**src/rtl/isc_pkg.sv**
```systemverilog
package isc_pkg;
    localparam int DATA_W   = 32;
    localparam int NUM_DEV  = 6;
    localparam int DEV_LSB  = 16;
    localparam int EP_FLDS  = 3;
    localparam int OFS_MASK = 'h08;
    localparam int OFS_GSRC = 'h0C;
    localparam int OFS_EP0  = 'h40;
    localparam int BIT_BADPID = 2;
    localparam int BIT_SEQERR = 5;
    localparam int BIT_SETUP  = 6;

    function automatic logic [DATA_W-1:0] ep_word(input logic [EP_FLDS-1:0] f);
        logic [DATA_W-1:0] w;
        w = '0;
        w[BIT_BADPID] = f[0];
        w[BIT_SEQERR] = f[1];
        w[BIT_SETUP]  = f[2];
        return w;
    endfunction
endpackage

```
**src/rtl/isc_sticky_reg.sv**
```systemverilog
module isc_sticky_reg #(
    parameter int W = 6
) (
    input  logic         clk,
    input  logic         rst_n,
    input  logic         clr,
    input  logic [W-1:0] evt,
    output logic [W-1:0] bits
);
    always_ff @(posedge clk or negedge rst_n) begin
        if (!rst_n) bits <= '0;
        else        bits <= (clr ? '0 : bits) | evt;
    end

    AST_EVT_WINS: assert property (@(posedge clk) disable iff (!rst_n)
        (|evt) |=> ((bits & $past(evt)) == $past(evt)));
    AST_CLR_EMPTIES: assert property (@(posedge clk) disable iff (!rst_n)
        (clr && evt == '0) |=> (bits == '0));
    AST_BITS_STICKY: assert property (@(posedge clk) disable iff (!rst_n)
        (!clr) |=> ((bits & $past(bits)) == $past(bits)));
endmodule

```
**src/rtl/isc_decode.sv**
```systemverilog
module isc_decode
    import isc_pkg::*;
#(
    parameter int NUM_EP = 4,
    parameter int ADDR_W = 9
) (
    input  logic [ADDR_W-1:0] addr,
    output logic              hit_mask,
    output logic              hit_gsrc,
    output logic [NUM_EP-1:0] hit_ep
);
    assign hit_mask = (addr == ADDR_W'(OFS_MASK));
    assign hit_gsrc = (addr == ADDR_W'(OFS_GSRC));

    for (genvar n = 0; n < NUM_EP; n++) begin : g_ep_hit
        assign hit_ep[n] = (addr == ADDR_W'(OFS_EP0 + 4 * n));
    end
endmodule

```
**src/rtl/irq_status_ctrl.sv**
```systemverilog
module irq_status_ctrl
    import isc_pkg::*;
#(
    parameter int NUM_EP = 4,
    parameter int ADDR_W = 9
) (
    input  logic              clk,
    input  logic              rst_n,
    input  logic              evt_bus_reset,
    input  logic              evt_attach,
    input  logic              evt_detach,
    input  logic              evt_resume,
    input  logic              evt_rx_err,
    input  logic              evt_tok_crc,
    input  logic [NUM_EP-1:0] ep_bad_pid,
    input  logic [NUM_EP-1:0] ep_seq_err,
    input  logic [NUM_EP-1:0] ep_setup,
    input  logic              rd_en,
    input  logic              wr_en,
    input  logic [ADDR_W-1:0] addr,
    input  logic [31:0]       wdata,
    output logic [31:0]       rdata,
    output logic              irq
);
    localparam logic [DATA_W-1:0] IMPL_BITS =
        ((32'd1 << NUM_EP) - 32'd1) | (((32'd1 << NUM_DEV) - 32'd1) << DEV_LSB);

    logic              hit_mask, hit_gsrc;
    logic [NUM_EP-1:0] hit_ep;
    logic [NUM_DEV-1:0] dev_evt, dev_bits;
    logic [NUM_EP-1:0][EP_FLDS-1:0] ep_bits;
    logic [NUM_EP-1:0] ep_sum;
    logic [DATA_W-1:0] gsrc, mask_q, rd_mux;

    isc_decode #(.NUM_EP(NUM_EP), .ADDR_W(ADDR_W)) u_dec (
        .addr(addr), .hit_mask(hit_mask), .hit_gsrc(hit_gsrc), .hit_ep(hit_ep)
    );

    assign dev_evt = {evt_tok_crc, evt_rx_err, evt_resume, evt_detach, evt_attach, evt_bus_reset};

    isc_sticky_reg #(.W(NUM_DEV)) u_dev (
        .clk(clk), .rst_n(rst_n), .clr(rd_en && hit_gsrc), .evt(dev_evt), .bits(dev_bits)
    );

    for (genvar n = 0; n < NUM_EP; n++) begin : g_ep
        isc_sticky_reg #(.W(EP_FLDS)) u_reg (
            .clk(clk), .rst_n(rst_n), .clr(rd_en && hit_ep[n]),
            .evt({ep_setup[n], ep_seq_err[n], ep_bad_pid[n]}), .bits(ep_bits[n])
        );
        assign ep_sum[n] = |ep_bits[n];

        AST_EP_READ_CLEARS_SUM: assert property (@(posedge clk) disable iff (!rst_n)
            (rd_en && hit_ep[n] && !ep_setup[n] && !ep_seq_err[n] && !ep_bad_pid[n])
            |=> !ep_sum[n]);
        AST_GSRC_READ_KEEPS_SUM: assert property (@(posedge clk) disable iff (!rst_n)
            (rd_en && hit_gsrc && ep_sum[n] && !hit_ep[n]) |=> ep_sum[n]);
    end

    always_comb begin
        gsrc = '0;
        gsrc[NUM_EP-1:0] = ep_sum;
        gsrc[DEV_LSB +: NUM_DEV] = dev_bits;
    end

    always_ff @(posedge clk or negedge rst_n) begin
        if (!rst_n)                  mask_q <= '0;
        else if (wr_en && hit_mask)  mask_q <= wdata & IMPL_BITS;
    end

    always_comb begin
        rd_mux = '0;
        if (hit_mask) rd_mux = mask_q;
        if (hit_gsrc) rd_mux = gsrc;
        for (int n = 0; n < NUM_EP; n++) begin
            if (hit_ep[n]) rd_mux = ep_word(ep_bits[n]);
        end
    end

    always_ff @(posedge clk or negedge rst_n) begin
        if (!rst_n)      rdata <= '0;
        else if (rd_en)  rdata <= rd_mux;
    end

    assign irq = |(gsrc & mask_q);

    AST_MASK_WRITE: assert property (@(posedge clk) disable iff (!rst_n)
        (wr_en && hit_mask) |=> (mask_q == ($past(wdata) & IMPL_BITS)));
    AST_MASK_OFF_QUIET: assert property (@(posedge clk) disable iff (!rst_n)
        (mask_q == '0) |-> !irq);
    AST_UNMAPPED_ZERO: assert property (@(posedge clk) disable iff (!rst_n)
        (rd_en && !hit_mask && !hit_gsrc && hit_ep == '0) |=> (rdata == '0));
endmodule

```
**config.mk**
```make
export PLATFORM = sky130hd
export DESIGN_NAME = irq_status_ctrl
export DESIGN_NICKNAME = d
export VERILOG_FILES = /design/src/rtl/isc_pkg.sv /design/src/rtl/isc_sticky_reg.sv /design/src/rtl/isc_decode.sv /design/src/rtl/irq_status_ctrl.sv
export SDC_FILE = /design/constraint.sdc
export NUM_CORES = 1
export LEC_CHECK = 0
export ABC_AREA = 1
export ABC_CLOCK_PERIOD_IN_PS = 1000
export CORE_UTILIZATION = 37
export CTS_BUF_LIST = sky130_fd_sc_hd__clkbuf_16
export CTS_CLUSTER_DIAMETER = 60
export DETAILED_ROUTE_END_ITERATION = 16
export PLACE_DENSITY = 0.78
export SYNTH_ARGS = -nofsm -noshare
export SYNTH_HDL_FRONTEND = slang
export SYNTH_SLANG_ARGS = --single-unit
```
**constraint.sdc**
```tcl
create_clock -name clk -period 1 [get_ports clk]
set_input_delay 0.2 -clock clk [delete_from_list [all_inputs] [get_ports clk]]
set_output_delay 0.2 -clock clk [all_outputs]
set_load 0.005 [all_outputs]
```
==> impl_metrics.yaml <==
status:
  status: "complete, but fails checks"
  failed_checks: "setup timing"
clock_network:
  clockBufferDepth: 2
  path_clk_slew_ps: 60
  cts_tree: "done"
  clock_sinks: 40
  cts_made_buffers: 5
  clk_latency_ps: 280
  cts-root-buf: "clkbuf_16"
  htree_levels: 2
grt:
  grt_use_total_pct: 22.0
  grt_pass1_wl_um: 9960
  grt_max_degree: 41
  gr-total-overflow: 0
  antenna_found_initial: 0
  grt_pass1_vias: 2205
floorplanning:
  die_w_um: 76.6
  initial_core_util_pct: 39.3
  io_pins: 96
  die_y_um: 76.6
  dieArea_mm2: 0.00587
  rows: 26
  fp.coreArea_mm2: 0.00524
final_layout:
  regArea_mm2: 0.00100
  multi_input_area_mm2: 0.00121
  layout_commonest_cell: "buf_4"
  fill_cells: 402
  utilization_pct: 70.4
  n_antenna_cell: 0
  nets: 431
  drive_above_1_share_pct: 46.1
  syn_to_final_growth_pct: 79.3
  layout_common_cells: "buf_4, dfrtp_1, nand2_1, inv_1, clkdlybuf4s50_1"
  fin_area_mm2: 0.00369
timing:
  setup_viol: 35
  period_share_pct: 162
  finalMaxSlewViolations: 0
  fin_hold_ws_ps: 420
  timing.final.ws_setup_ps: -624
  max_freq_mhz: 616
  fin_crit_ps: 1620
  hold_viol: 0
  finalClockSkew_ps: 3.18
  rsz0062_at_grt: "yes"
logic_synthesis:
  synthTopCellsByArea: "dfrtp_1, nand2_1, buf_4"
  synthAdderAreaFrac_pct: 0
  yosysTopAreaCell: "dfrtp_1"
  yosys.area_share.xor_xnor_pct: 0
  synthMuxAreaShare_pct: 0.729
  ys_seq_elements: 40
  synth_top_area_share_pct: 48.6
  synth_compound_area_share_pct: 16.8
  synth_seq_area_share_pct: 48.6
  netlist_instances: 243
  ys_warn_count: 0
  synth_top_family_by_area: "simple AND/OR/NAND/NOR gates"
  synth_cell_type_count: 23
  yosys.area_share.simple_pct: 18.4
  syn-cell-area_mm2: 0.00206
  synth_area_per_cell_um2: 8.47
detailed_routing:
  routedWlPerCell_um: 15.6
  postRouteAntennaNets: 0
  dr_total_vias: 2134
  drt_iter0_drc: 92
  drt_pass1_iterations: 4
  finalWirelength_um: 6840
  remaining_drc_errors: 0
  avgViaCountPerCell: 4.86
setup_path:
  timing.rr.start: "g_ep[1].u_reg.bits[2]"
  critPathMaxFanout: 2
  worstSetupStartpointType: "flip-flop"
  cp-end-kind: "output pin"
  cp-startpoint: "g_ep[1].u_reg.bits[2]"
  arrival_ps: 1420
  required_ps: 800
  path_class: "reg2out"
power:
  ir_drop_mv: 0.606
  power_per_cell_area_mw_per_mm2: 1060
  p_leak_nw: 2.02
placed_design:
  routabilityCongestion: 0.843
  io_buffers: 53
  postPlaceCellArea_mm2: 0.00294
  dp_hpwl_um: 3780
job:
  drv_cap: 0
min_path:
  min_path_type: "in2async"
-- final timing paths --
path                                    endpoint  slack, ps  cells past startpoint
max reg2reg                             rdata[1]       -170                      5
min                        g_ep[2].u_reg.bits[1]        420                      3
max in group asynchronous             mask_q[19]        390                      3
max                                          irq       -620                      5
min reg2reg                             rdata[1]        520                      2
min in group clk                       rdata[19]        470                      4
-- cell families after synthesis --
| kind of cell | after synthesis |
|---|---|
| compound gates | 55 |
| simple gates | 84 |
| other cells | 1 |
| buf+inv | 62 |
| mux | 1 |
| flops | 40 |
-- stage by stage --
stage                     total power [W]  std cells  setup TNS [ps]  setup slack (ps)
final                             0.00392        439           -2290              -624
after global routing              0.00403        439           -3680              -673
after CTS                         0.00388        429            -716              -632
after detailed placement          0.00205        399          -25940              -674
after global placement            0.00204        399          -23980              -619
after floorplan                   0.00183        262            -967              -123
-- Yosys cell counts --
cell type  number
nor2_4          3
o21ai_1         1
nand2_2         3
clkinv_1        2
a31oi_2         1
nor2_2          1
o211ai_1        1
nor2_1         16
buf_6           1
nand3_4         1
o21bai_1       18
mux2_4          1
conb_1          1
a21oi_1        14
nand2_1        47
nand3_1         8
buf_4          20
dfrtp_1        40
inv_1          38
o22ai_1        12
clkbuf_1        1
o21ai_0         8
nor3_1          5
-- layout make-up --
type / count / share of cell area [%]
Clock inverter: 3 / 1.02
Timing Repair Buffer: 118 / 29.0
Clock buffer: 5 / 3.39
Multi-Input combinational cell: 163 / 32.9
Sequential cell: 40 / 27.1
Inverter: 40 / 4.20
Tap cell: 70 / 2.37
-- worst max-delay path, stage by stage, from the launching register on --
cell	delay (ps)
dfrtp_1	400
nor3_2	280
o22ai_2	110
nor2_1	130
nand3_1	90
buf_2	130
-- what timing repair did --
item / CTS / global route
hold buffers: 1 / 0
setup buffers: 16 / 10
pin swaps: 17 / 38
gates resized for setup: 130 / 49
hold endpoints to repair: 40 / 0
setup endpoints to repair: 53 / 52
gates cloned: 5 / 1
-- flip-flops by register name, summed over array words and instances, names as in the netlist --
register / count
mask_q: 10
rdata: 12
g_ep.u_reg.bits: 12
u_dev.bits: 6
-- power by group --
part | switching, W | internal, W | leakage [nW]
Sequential | 0.00000596 | 0.00163 | 0.419
Clock | 0.000621 | 0.00116 | 0.0789
Combinational | 0.000234 | 0.000268 | 1.52
-- routing by layer --
layer	part of all wire [%]	vias to the layer above	track usage, %
met5	0	-	0
met4	5.2	0	10.6
met3	3.8	33	4.91
met2	54	90	40.8
met1	37	1020	23.2
li1	-	991	-
No activity file was read; power rests on OpenSTA's default activity.
